--- src/rtl/bf16_pkg.sv ---
package bf16_pkg;
  localparam int EXP_W  = 8;
  localparam int MAN_W  = 7;
  localparam int WORD_W = 1 + EXP_W + MAN_W;
  localparam int SIG_W  = MAN_W + 1;
  localparam int LZ_W   = $clog2(SIG_W + 1);

  typedef struct packed {
    logic             sgn;
    logic [EXP_W-1:0] exp;
    logic [MAN_W-1:0] man;
  } bf16_t;

  // zero test ignores the sign bit
  function automatic logic is_zero(bf16_t v);
    return (v.exp == '0) && (v.man == '0);
  endfunction

  // magnitude ordering: exponent first, then fraction
  function automatic logic mag_ge(bf16_t x, bf16_t y);
    return {x.exp, x.man} >= {y.exp, y.man};
  endfunction

  // count of zero bits above the leading one
  function automatic logic [LZ_W-1:0] lead_zeros(logic [SIG_W-1:0] v);
    logic [LZ_W-1:0] n;
    logic            found;
    n     = '0;
    found = 1'b0;
    for (int i = SIG_W - 1; i >= 0; i--) begin
      if (!found) begin
        if (v[i]) found = 1'b1;
        else      n = n + 1'b1;
      end
    end
    return n;
  endfunction
endpackage

--- src/rtl/bf16_align.sv ---
module bf16_align
  import bf16_pkg::*;
(
  input  bf16_t             op_x,
  input  bf16_t             op_y,
  output logic              big_sgn,
  output logic [EXP_W-1:0]  big_exp,
  output logic [SIG_W-1:0]  big_sig,
  output logic [SIG_W-1:0]  small_sig,
  output logic              eff_sub,
  output logic              swap
);
  logic [EXP_W-1:0] small_exp;
  logic [MAN_W-1:0] big_man, small_man;
  logic [EXP_W-1:0] gap;

  always_comb begin
    swap      = !mag_ge(op_x, op_y);
    big_sgn   = swap ? op_y.sgn : op_x.sgn;
    big_exp   = swap ? op_y.exp : op_x.exp;
    big_man   = swap ? op_y.man : op_x.man;
    small_exp = swap ? op_x.exp : op_y.exp;
    small_man = swap ? op_x.man : op_y.man;
    eff_sub   = op_x.sgn ^ op_y.sgn;
    gap       = big_exp - small_exp;
    big_sig   = {1'b1, big_man};
    if (gap >= EXP_W'(SIG_W)) small_sig = '0;
    else                      small_sig = {1'b1, small_man} >> gap;
  end
endmodule

--- src/rtl/bf16_combine.sv ---
module bf16_combine
  import bf16_pkg::*;
(
  input  logic              big_sgn,
  input  logic [EXP_W-1:0]  big_exp,
  input  logic [SIG_W-1:0]  big_sig,
  input  logic [SIG_W-1:0]  small_sig,
  input  logic              eff_sub,
  output bf16_t             res,
  output logic              carry,
  output logic              cancel,
  output logic              lead
);
  logic [SIG_W:0]   sum;
  logic [SIG_W-1:0] dif;
  logic [SIG_W-1:0] norm;
  logic [LZ_W-1:0]  lz;

  always_comb begin
    sum    = {1'b0, big_sig} + {1'b0, small_sig};
    dif    = big_sig - small_sig;
    lz     = lead_zeros(dif);
    norm   = dif << lz;
    lead   = norm[SIG_W-1];
    cancel = eff_sub && (dif == '0);
    carry  = !eff_sub && sum[SIG_W];
    res.sgn = big_sgn;
    if (!eff_sub) begin
      if (sum[SIG_W]) begin
        res.exp = big_exp + 1'b1;
        res.man = sum[SIG_W-1:1];
      end else begin
        res.exp = big_exp;
        res.man = sum[MAN_W-1:0];
      end
    end else begin
      res.exp = big_exp - EXP_W'(lz);
      res.man = norm[MAN_W-1:0];
    end
    if (cancel) res = '0;
  end
endmodule

--- src/rtl/bf16_addsub.sv ---
module bf16_addsub
  import bf16_pkg::*;
(
  input  logic              clk,
  input  logic              rst_n,
  input  logic              in_valid,
  input  logic [WORD_W-1:0] op_a,
  input  logic [WORD_W-1:0] op_b,
  input  logic              sub_sel,
  output logic              out_valid,
  output logic [WORD_W-1:0] result
);
  bf16_t            a_w, b_eff_w, dp_res, nxt;
  logic             za, zb;
  logic             big_sgn_w, eff_sub_w, swap_w;
  logic [EXP_W-1:0] big_exp_w;
  logic [SIG_W-1:0] big_sig_w, small_sig_w;
  logic             dp_carry, cancel_w, lead_w, carry_w;

  assign a_w     = op_a;
  assign b_eff_w = {op_b[WORD_W-1] ^ sub_sel, op_b[WORD_W-2:0]};
  assign za      = is_zero(a_w);
  assign zb      = is_zero(b_eff_w);

  bf16_align u_align (
    .op_x      (a_w),
    .op_y      (b_eff_w),
    .big_sgn   (big_sgn_w),
    .big_exp   (big_exp_w),
    .big_sig   (big_sig_w),
    .small_sig (small_sig_w),
    .eff_sub   (eff_sub_w),
    .swap      (swap_w)
  );

  bf16_combine u_combine (
    .big_sgn   (big_sgn_w),
    .big_exp   (big_exp_w),
    .big_sig   (big_sig_w),
    .small_sig (small_sig_w),
    .eff_sub   (eff_sub_w),
    .res       (dp_res),
    .carry     (dp_carry),
    .cancel    (cancel_w),
    .lead      (lead_w)
  );

  assign carry_w = dp_carry & ~za & ~zb;

  always_comb begin
    if (za && zb) nxt = '0;
    else if (za)  nxt = b_eff_w;
    else if (zb)  nxt = a_w;
    else          nxt = dp_res;
  end

  always_ff @(posedge clk or negedge rst_n) begin
    if (!rst_n) begin
      out_valid <= 1'b0;
      result    <= '0;
    end else begin
      out_valid <= in_valid;
      if (in_valid) result <= nxt;
    end
  end
endmodule

--- config.mk ---
export PLATFORM = sky130hd
export DESIGN_NAME = bf16_addsub
export DESIGN_NICKNAME = d
export VERILOG_FILES = /design/src/rtl/bf16_pkg.sv /design/src/rtl/bf16_align.sv /design/src/rtl/bf16_combine.sv /design/src/rtl/bf16_addsub.sv
export SDC_FILE = /design/constraint.sdc
export NUM_CORES = 1
export LEC_CHECK = 0
export ABC_AREA = 0
export BUFFER_PORTS_ARGS = -buffer_cell sky130_fd_sc_hd__buf_2
export CORE_MARGIN = 3
export CORE_UTILIZATION = 28
export DETAILED_ROUTE_END_ITERATION = 12
export SLEW_MARGIN = 20
export SYNTH_ARGS = -nofsm -noshare
export SYNTH_HDL_FRONTEND = slang
export SYNTH_HIERARCHICAL = 1
export SYNTH_SLANG_ARGS = --single-unit
--- constraint.sdc ---
create_clock -name clk -period 0.9 [get_ports clk]
set_input_delay 0.045 -clock clk [delete_from_list [all_inputs] [get_ports clk]]
set_output_delay 0.045 -clock clk [all_outputs]
set_load 0.005 [all_outputs]
==> out/results.txt <==
status - finished with violations
failing checks - setup timing
crit path DAT - 8.15 ns
Final period util - 892%
share of layout cells above drive strength 1 - 54.5%
Clk pwr share - 6.9%
Slowest-stage cell, CP - mux4_2
Mapped Avg Cell Area - 7.64 um^2
H-tree Lvls - 1
post-placement cell area - 0.00736 mm^2
clock latency on the worst-skew pair - 0.25 ns
critical path class - in -> reg
RSZ-0062 raised after global routing - true
row count - 47
achievable frequency - 125 MHz
per-cell routed wire length - 16.3 um
Area Overhead vs Synth - 71.3%
Tmin final - 8.03 ns
CTS Buf Count - 3
CTS clk-pin slew, worst paths - 0.06 ns
fin area - 0.00830 mm^2
DIE WIDTH - 138 um
dpl cells - 1098
final wirelength - 18500 um
Longest Clk Path Bufs - 2
antenna viol nets, final - 0
pwr dens - 1650 mW/mm^2
die area - 0.0189 mm^2
Root Buffer - clkbuf_16
PortBufs - 52
Slew Limit Fails - 0
worst-margin pin slew - 0.946 ns
Initial DRC Count - 414
Remaining DRCs - 0
Hold Path End - result[3]
cell internal pwr - 0.00762 W
Slew Limit Headroom - 36.6%
CP endpoint kind - flop
GRT Util Overall - 18.4%
starting density of the core - 28.9%
DRT Pass-1 Iters - 5
final setup margin - -7.13 ns
Core Util, Final - 49.5%
DP HPWL - 14800 um
Sw Pwr - 0.00609 W
nets - 998
GPL Wtd Cong - 0.934
diodes inserted - 0
Reg2Reg Depth - 3
leakage power - 3.63 nW
vias in the first global route - 5559
total gr overflow - 0
critical path peak fanout - 5
Crit Reg-Reg Startpoint - result[15]
Via Count - 5993
# clock sinks - 17
Syn Nets - 714
cell area after synthesis - 0.00485 mm^2
largest net degree at the start of global routing - 19
post-synthesis cell count - 634
TritonCTS clock tree - yes
total of warnings raised by yosys - 6
min-delay worst type - in -> reg
Peak supply drop - 0.000981 V
first-pass GRT wire length - 28300 um
setup violators final - 16
worst r2r dst - result[15]
Worst Skew - 0 ns
initial antenna violation count - 0
Post-Layout Cell Count - 1137
I/O Pins - 53
Sequential Power Share - 8.5%
Worst Path Required - 1.03 ns
power share of the combinational group - 84.7%
final hold violations - 0
beginning of the worst hold path - op_b[3]
Startpoint Class - input pin
number of max-cap violations - 0
Core Area - 0.0168 mm^2
Chip Height - 138 um
Sw Ratio - 44.4%
R2R Setup Slk - 0.19 ns
vias per inst - 5.27
hold-critical path depth - 3
Largest stage delay, worst path - 0.54 ns
## metal layers
layer	routed length (um)	vias to the layer above	global-route usage, %
met3	915	25	1.35
met4	180	0	2.33
li1	-	2949	-
met5	0	-	0
met1	8610	2862	26.6
met2	8790	157	30.6
## worst max-delay path: cells and delay by family
family / cells / cell delay [ns]
mux: 1 / 0.54
fa+ha+maj: 8 / 2.14
compound gates: 19 / 3.19
buf+inv: 4 / 0.20
xor+xnor: 2 / 0.42
simple gates: 13 / 1.58
## worst max path at each step
stage / startpoint / to / cells past startpoint
finish: op_b[10] / result[14] / 47
global route: op_b[14] / result[14] / 47
CTS: op_b[10] / result[14] / 47
detailed placement: op_b[3] / result[14] / 47
global placement: op_b[3] / result[14] / 47
floorplan: op_b[4] / result[14] / 49
## registers in the layout, indices dropped and copies added (netlist names)
name,count
out_valid,1
result,16
## final cells by class
type,instances,area (um^2)
inverter,77,338
timing repair buffer,313,2460
tap,220,275
clock buffer,3,75.1
sequential,17,425
clock inverter,1,7.51
fill,1571,8460
multi-input combinational,506,4720
## stage by stage
step | total power (W) | hold slack (ns) | worst slack, ns | TNS, ns
4_1_cts | 0.0129 | 0.153 | -7.05 | -102.09
2_1_floorplan | 0.00690 | -0.251 | -6.98 | -99.34
5_1_grt | 0.0147 | 0.156 | -7.59 | -109.92
3_3_place_gp | 0.0109 | -0.00627 | -7.39 | -108.94
3_5_place_dp | 0.0110 | -0.0000103 | -7.53 | -110.49
6_report | 0.0137 | 0.140 | -7.13 | -103.50
## power by group through the flow
stage / logic [W] / registers (W) / clock network [W]
6_report: 0.0116 / 0.00116 / 0.000941
5_1_grt: 0.0125 / 0.00119 / 0.000978
3_5_place_dp: 0.00982 / 0.00116 / 0
3_3_place_gp: 0.00972 / 0.00116 / 0
4_1_cts: 0.0108 / 0.00116 / 0.000945
2_1_floorplan: 0.00575 / 0.00115 / 0
## cells in the final DEF (no fill, tap or decap), types with 8 or more instances in the layout
master / n
xnor2_1: 11
buf_2: 34
a21oi_1: 22
a211oi_2: 16
ha_4: 18
o22ai_1: 15
buf_6: 20
buf_4: 245
nand3_1: 10
nor4_4: 9
nand2b_1: 9
inv_2: 9
o22ai_2: 12
ha_1: 17
nor3_1: 11
a41oi_2: 8
nor2b_1: 12
dfrtp_1: 17
a21o_1: 8
inv_1: 58
a21oi_2: 9
a41oi_1: 8
o21ai_0: 41
nand2_1: 48
xor2_1: 13
nor2_1: 23
## what timing repair did
action	in CTS	in global routing
hold buffers	2	0
pin swaps	38	24
hold endpoints to repair	18	0
setup endpoints to repair	16	16
buffers inserted	23	12
gates resized for setup	73	49
Power figures use the tool's default switching activity.
